<file path="src/rtl/duel_pkg.sv">
package duel_pkg;

    // Width of each cell's score counter.
    localparam int unsigned SCORE_W = 6;

    typedef logic [SCORE_W-1:0] score_t;

    // State held for one grid cell.
    typedef struct packed {
        logic   cleared;
        score_t score;
    } cell_t;

    // Adds one to a score and holds it at the top value.
    function automatic score_t score_bump(input score_t v);
        return (v == '1) ? v : score_t'(v + 1'b1);
    endfunction

endpackage

</file>
<file path="src/rtl/duel_cell_rule.sv">
module duel_cell_rule
    import duel_pkg::*;
(
    input  cell_t cur,
    input  logic  used,
    input  logic  mismatch,
    output cell_t nxt
);

    always_comb begin
        nxt = cur;
        if (used && !cur.cleared) begin
            if (mismatch) nxt.score   = score_bump(cur.score);
            else          nxt.cleared = 1'b1;
        end
    end

    // a cleared cell is never changed again
    always_comb begin
        if (cur.cleared) a_r4_cleared_frozen: assert (nxt == cur);
    end

endmodule

</file>
<file path="src/rtl/duel_suspect_acc.sv">
module duel_suspect_acc
    import duel_pkg::*;
#(
    parameter int unsigned CELLS = 64,
    localparam int unsigned IDX_W = (CELLS > 1) ? $clog2(CELLS) : 1,
    localparam int unsigned CNT_W = $clog2(CELLS + 1)
) (
    input  logic             clk,
    input  logic             rst,
    input  logic             clear,
    input  logic             step,
    input  cell_t            val,
    input  logic [IDX_W-1:0] idx,
    output logic [CNT_W-1:0] nxt_cnt,
    output logic [IDX_W-1:0] nxt_loc
);

    logic             have_q, have_n;
    score_t           best_q, best_n;
    logic [CNT_W-1:0] cnt_q, cnt_n;
    logic [IDX_W-1:0] loc_q, loc_n;

    always_comb begin
        have_n = have_q;
        best_n = best_q;
        cnt_n  = cnt_q;
        loc_n  = loc_q;
        if (step && !val.cleared) begin
            if (!have_q || val.score > best_q) begin
                have_n = 1'b1;
                best_n = val.score;
                cnt_n  = CNT_W'(1);
                loc_n  = idx;
            end else if (val.score == best_q) begin
                cnt_n  = cnt_q + 1'b1;
            end
        end
    end

    always_ff @(posedge clk) begin
        if (rst || clear) begin
            have_q <= 1'b0;
            best_q <= '0;
            cnt_q  <= '0;
            loc_q  <= '0;
        end else begin
            have_q <= have_n;
            best_q <= best_n;
            cnt_q  <= cnt_n;
            loc_q  <= loc_n;
        end
    end

    assign nxt_cnt = cnt_n;
    assign nxt_loc = loc_n;

    // the running tally never exceeds the number of cells
    a_r5_tally_bound: assert property (@(posedge clk) disable iff (rst)
        cnt_q <= CNT_W'(CELLS));

endmodule

</file>
<file path="src/rtl/duel_stall_mon.sv">
module duel_stall_mon #(
    parameter int unsigned CNT_W = 7,
    parameter int unsigned LIMIT = 3,
    localparam int unsigned RUN_W = $clog2(LIMIT + 1)
) (
    input  logic             clk,
    input  logic             rst,
    input  logic             eval,
    input  logic [CNT_W-1:0] new_cnt,
    input  logic [CNT_W-1:0] old_cnt,
    input  logic             ack,
    output logic             stall
);

    logic [RUN_W-1:0] run_q;

    always_ff @(posedge clk) begin
        if (rst || ack) begin
            run_q <= '0;
        end else if (eval) begin
            if (new_cnt < old_cnt || new_cnt <= CNT_W'(1)) run_q <= '0;
            else if (run_q != RUN_W'(LIMIT))               run_q <= run_q + 1'b1;
        end
    end

    assign stall = (run_q == RUN_W'(LIMIT));

    // an acknowledge removes the request on the next cycle
    a_r8_ack_clears: assert property (@(posedge clk) disable iff (rst)
        ack |=> !stall);

    // the request can only appear right after a scan ends
    a_r7_stall_after_scan: assert property (@(posedge clk) disable iff (rst)
        $rose(stall) |-> $past(eval));

endmodule

</file>
<file path="src/rtl/duel_isolator.sv">
module duel_isolator
    import duel_pkg::*;
#(
    parameter int unsigned ROWS        = 8,
    parameter int unsigned COLS        = 8,
    parameter int unsigned STALL_LIMIT = 3,
    localparam int unsigned CELLS = ROWS * COLS,
    localparam int unsigned IDX_W = (CELLS > 1) ? $clog2(CELLS) : 1,
    localparam int unsigned CNT_W = $clog2(CELLS + 1),
    localparam int unsigned ROW_W = (ROWS > 1) ? $clog2(ROWS) : 1,
    localparam int unsigned COL_W = (COLS > 1) ? $clog2(COLS) : 1
) (
    input  logic             clk,
    input  logic             rst,
    input  logic             duel_valid,
    input  logic [CELLS-1:0] left_map,
    input  logic [CELLS-1:0] right_map,
    input  logic             mismatch,
    input  logic             halve_ack,
    output logic             busy,
    output logic             done,
    output logic [CNT_W-1:0] suspect_count,
    output logic             stall,
    output logic             isolated,
    output logic [ROW_W-1:0] fault_row,
    output logic [COL_W-1:0] fault_col
);

    cell_t            grid [CELLS];
    logic [CELLS-1:0] used_q;
    logic             mism_q;
    logic [IDX_W-1:0] idx_q;
    logic             busy_q;
    logic             done_q;
    logic [CNT_W-1:0] count_q;
    logic [IDX_W-1:0] loc_q;

    cell_t            cur_cell;
    cell_t            nxt_cell;
    logic             last_cell;
    logic             accept;
    logic [CNT_W-1:0] acc_cnt;
    logic [IDX_W-1:0] acc_loc;

    assign cur_cell  = grid[idx_q];
    assign last_cell = busy_q && (idx_q == IDX_W'(CELLS - 1));
    assign accept    = !busy_q && duel_valid;

    duel_cell_rule u_rule (
        .cur      (cur_cell),
        .used     (used_q[idx_q]),
        .mismatch (mism_q),
        .nxt      (nxt_cell)
    );

    duel_suspect_acc #(.CELLS(CELLS)) u_acc (
        .clk     (clk),
        .rst     (rst),
        .clear   (accept),
        .step    (busy_q),
        .val     (nxt_cell),
        .idx     (idx_q),
        .nxt_cnt (acc_cnt),
        .nxt_loc (acc_loc)
    );

    duel_stall_mon #(.CNT_W(CNT_W), .LIMIT(STALL_LIMIT)) u_stall (
        .clk     (clk),
        .rst     (rst),
        .eval    (last_cell),
        .new_cnt (acc_cnt),
        .old_cnt (count_q),
        .ack     (halve_ack),
        .stall   (stall)
    );

    // Score storage: one cell is written back per scan cycle.
    always_ff @(posedge clk) begin
        if (rst) begin
            for (int k = 0; k < CELLS; k++) grid[k] <= '0;
        end else if (busy_q) begin
            grid[idx_q] <= nxt_cell;
        end
    end

    // Scan sequencing and result registers.
    always_ff @(posedge clk) begin
        if (rst) begin
            busy_q  <= 1'b0;
            done_q  <= 1'b0;
            idx_q   <= '0;
            used_q  <= '0;
            mism_q  <= 1'b0;
            count_q <= CNT_W'(CELLS);
            loc_q   <= '0;
        end else begin
            done_q <= 1'b0;
            if (accept) begin
                busy_q <= 1'b1;
                idx_q  <= '0;
                used_q <= left_map | right_map;
                mism_q <= mismatch;
            end else if (busy_q) begin
                if (last_cell) begin
                    busy_q  <= 1'b0;
                    done_q  <= 1'b1;
                    count_q <= acc_cnt;
                    loc_q   <= acc_loc;
                end else begin
                    idx_q <= idx_q + 1'b1;
                end
            end
        end
    end

    assign busy          = busy_q;
    assign done          = done_q;
    assign suspect_count = count_q;
    assign isolated      = (count_q == CNT_W'(1));
    assign fault_row     = isolated ? ROW_W'(int'(loc_q) / COLS) : '0;
    assign fault_col     = isolated ? COL_W'(int'(loc_q) % COLS) : '0;

    // done lasts a single cycle
    a_r2_done_single: assert property (@(posedge clk) disable iff (rst)
        done |=> !done);

    // a new request during a scan does not end the scan early
    a_r2_busy_holds: assert property (@(posedge clk) disable iff (rst)
        (busy && !done && idx_q != IDX_W'(CELLS - 1)) |=> busy);

    // the published count moves only when a scan ends
    a_r5_count_hold: assert property (@(posedge clk) disable iff (rst)
        !busy |=> $stable(suspect_count));

    // the reported location lies inside the grid
    a_r6_loc_in_grid: assert property (@(posedge clk) disable iff (rst)
        isolated |-> (int'(fault_row) < ROWS && int'(fault_col) < COLS));

    // no halving request once a single suspect is left
    a_r7_no_stall_isolated: assert property (@(posedge clk) disable iff (rst)
        stall |-> !isolated);

endmodule

</file>
<file path="config.mk">
export PLATFORM = sky130hd
export DESIGN_NAME = duel_isolator
export DESIGN_NICKNAME = d
export VERILOG_FILES = /design/src/rtl/duel_pkg.sv /design/src/rtl/duel_cell_rule.sv /design/src/rtl/duel_suspect_acc.sv /design/src/rtl/duel_stall_mon.sv /design/src/rtl/duel_isolator.sv
export SDC_FILE = /design/constraint.sdc
export NUM_CORES = 1
export LEC_CHECK = 0
export ABC_AREA = 0
export BUFFER_PORTS_ARGS = -buffer_cell sky130_fd_sc_hd__clkbuf_2
export CORE_MARGIN = 2
export CORE_UTILIZATION = 60
export DETAILED_ROUTE_END_ITERATION = 6
export PLACE_DENSITY = 0.86
export RECOVER_POWER = 50
export SLEW_MARGIN = 15
export SYNTH_ARGS = -nofsm -noshare
export SYNTH_HDL_FRONTEND = slang
export SYNTH_SLANG_ARGS = --single-unit
</file>
<file path="constraint.sdc">
create_clock -name clk -period 11.2 [get_ports clk]
set_input_delay 0 -clock clk [delete_from_list [all_inputs] [get_ports clk]]
set_output_delay 0 -clock clk [all_outputs]
set_load 0.02 [all_outputs]
</file>
==> results.py <==
metrics = {
    "yosys": {
        "syn_area_um2": 25100,
        "avgSynthCellArea_um2": 12.9,
        "synth_ff_type": "edfxtp_1",
        "synth_nets": 2090,
        "synth-edff-count": 448,
        "yosysSeqAreaShare_pct": 62.7,
        "synth-seq-cells": 562,
        "synth_cells": 1942,
        "async_reset_ff_share_pct": 0,
        "synthDistinctLibCells": 66,
        "synth_warnings": 0,
    },
    "setup_path": {
        "path_class": "reg2reg",
        "end_kind": "flop",
        "arrival_ps": 9390,
        "required_ps": 11670,
        "critPathMaxFanout": 58,
        "reg2reg_depth": 26,
        "crit_path_start_kind": "flop",
    },
    "final_layout": {
        "drive_above_1_share_pct": 18.9,
        "finalNonFillerCells": 2747,
        "syn_to_final_growth_pct": 16.6,
        "nets": 2318,
        "mostFrequentLayoutCell": "nor2_1",
        "final_cell_mix": "nor2_1 (576), edfxtp_1 (448), mux4_2 (152), nor3_1 (138), clkbuf_2 (132)",
    },
    "detailed_routing": {
        "vias": 18900,
        "firstDrtPassIters": 6,
        "ant_nets": 0,
        "wl_per_cell_um": 28.2,
        "drc_errors": 0,
        "drtIter0Drc": 3151,
        "wl_um": 77500,
        "viasPerCell": 6.89,
    },
    "sta": {
        "fin_crit_sh_pct": 79.7,
        "relSlewSlack_pct": -180,
        "fin_skew_ps": 39.9,
        "finalSetupViolCount": 0,
        "setup-tns-final_ps": 0,
        "drv_slew": 246,
        "finalCriticalPeriod_ps": 8920,
        "worst_pin_slew_ps": 4190,
        "grt_setup_unrepaired": "no",
        "hold_viol_final": 0,
        "max_freq_mhz": 112,
    },
    "placement": {
        "place_inst": 2514,
        "dp_hpwl_um": 40200,
        "io_buffer_count": 149,
        "place.gp.congestion": 0.901,
    },
    "run_status": {
        "outcome": "finished, violations left",
        "violations": "max-capacitance violations, max-slew violations",
    },
    "floorplanning": {
        "coreArea_um2": 41000,
        "row_count": 74,
        "initial_utilization_pct": 61.1,
        "dieArea_um2": 43400,
        "ios": 150,
        "die_x_um": 208,
        "dieHeight_um": 208,
    },
    "job": {
        "max_cap_violations": 4,
    },
    "global_route": {
        "track_usage_pct": 36.2,
        "grt_max_degree": 92,
        "grt_pass1_vias": 19400,
        "gr-total-overflow": 0,
        "grt_pass1_wl_um": 117000,
        "grt_antenna_before_repair": 4,
    },
    "clocking": {
        "cts.sinks": 562,
        "post_cts_resized": 0,
        "cts_buffer_depth": 3,
        "cts_htree_levels": 2,
        "clkTransAtPathRegs_ps": 70,
        "cts_root_buf": "clkbuf_16",
        "clk-insertion-delay-late_ps": 620,
        "cts_made_buffers": 55,
        "cts_tree": "yes",
    },
    "pwr": {
        "p_leak_nw": 10.7,
        "peakVddDrop_mv": 0.118,
        "power.density_nw_per_um2": 161,
    },
    "min_path": {
        "hold_path_depth": 4,
        "min_path_type": "in2reg",
    },
}
==> power breakdown <==
group	leakage, nW	internal (mW)	switching, mW
combinational	4.26	0.162	0.269
sequential	5.56	2.33	0.0534
clock	0.878	1.05	0.838
total	10.7	3.54	1.16
==> kinds of logic after synthesis <==
group / Yosys count / share of synthesized area, %
AOI/OAI and AO/OA: 76 / 2.28
muxes: 183 / 14.9
xor gates and xnor gates: 4 / 0.140
buffers and inverters: 165 / 2.95
DFF: 562 / 62.7
adders and majority gates: 15 / 0.748
and+or+nand+nor: 937 / 16.2
==> path summary, 6_finish.rpt <==
path / startpoint / end / slack (ps)
min reg2reg: used_q[1] / used_q[1] / 500
min: right_map[13] / used_q[13] / 230
max reg2reg: flop / u_stall.run_q[0] / 2280
max: flop / u_stall.run_q[0] / 2280
==> registers in the layout (all words and copies together), names as in the netlist, 2 cells and up, named ones only <==
| name | flops |
|---|---|
| loc_q | 6 |
| suspect_count | 7 |
| u_acc.loc_q | 6 |
| idx_q | 6 |
| grid | 448 |
| used_q | 64 |
| u_acc.best_q | 6 |
| u_acc.cnt_q | 7 |
| u_stall.run_q | 2 |
==> cell type report <==
class	instances	area, um^2
Clock buffer	74	1580
Antenna cell	1	2.50
Inverter	28	105
Tap cell	532	666
Clock inverter	27	215
Sequential cell	562	15700
Timing Repair Buffer	308	2220
Multi-Input combinational cell	1215	8720
Fill cell	2271	11800
==> Yosys cell counts, drive strengths merged (4+ instances only) <==
library cell | count | area share (%)
nand3b | 5 | 0.15
a21o | 4 | 0.12
edfxtp | 448 | 54
mux2 | 7 | 0.31
and3b | 4 | 0.14
nor2b | 5 | 0.12
nand4 | 4 | 0.10
nor3b | 6 | 0.20
buf | 68 | 1.5
nor2 | 577 | 8.6
a21oi | 14 | 0.29
mux2i | 24 | 0.96
inv | 26 | 0.39
ha | 15 | 0.75
nor3 | 141 | 2.9
nand3 | 13 | 0.26
o31ai | 5 | 0.15
o21ai | 7 | 0.14
nand2b | 69 | 1.7
mux4 | 152 | 14
nand2 | 86 | 1.3
a211oi | 15 | 0.45
and3 | 7 | 0.17
clkbuf | 69 | 1.0
and2 | 7 | 0.17
dfxtp | 114 | 9.1
==> metal layers <==
| metal | share of wire [%] | up-vias | track usage [%] |
|---|---|---|---|
| li1 | - | 7514 | - |
| met1 | 31 | 8997 | 43.2 |
| met2 | 47 | 1860 | 58.4 |
| met3 | 13 | 537 | 9.66 |
| met4 | 8.3 | 6 | 23.9 |
| met5 | 0.048 | - | 0 |
==> what timing repair did <==
item	in CTS	in global routing
hold buffers	131	0
endpoints found under the hold margin	70	0
buffers inserted	0	0
==> critical path, cell delays in order (launching register included) <==
cell and delay [ps]:
dfxtp_4 800, buf_4 810, clkinv_1 680, mux2i_1 590
a221oi_1 200, a22o_1 430, nor3b_2 380, nand2_1 320
o22ai_4 210, inv_1 70, ha_1 290, a21o_1 180
a21o_1 180, a221oi_1 610, o21a_1 300, o21ai_0 190
a21boi_0 320, nor2b_1 130, inv_1 80, ha_1 270
a21o_1 220, a21oi_1 330, nand3b_1 200, a211oi_1 350
nand2_1 160, a41oi_2 260, mux2i_1 140
==> stage by stage <==
stage | area [um^2] | setup WS (ps) | hold slack (ps) | total power [mW] | utilization [%]
2_1_floorplan | 25100 | 4490 | 136 | 2.64 | -
3_3_place_gp | 26200 | 3460 | 247 | 2.76 | 63.9
3_5_place_dp | 26200 | 3130 | 248 | 2.78 | 63.9
4_1_cts | 29300 | 3060 | 84.9 | 4.63 | 71.5
5_1_grt | 29200 | 2070 | 256 | 4.78 | 71.3
6_report | 29200 | 2280 | 231 | 4.70 | 71.3
Note: power is estimated with default switching activity, not from simulation.
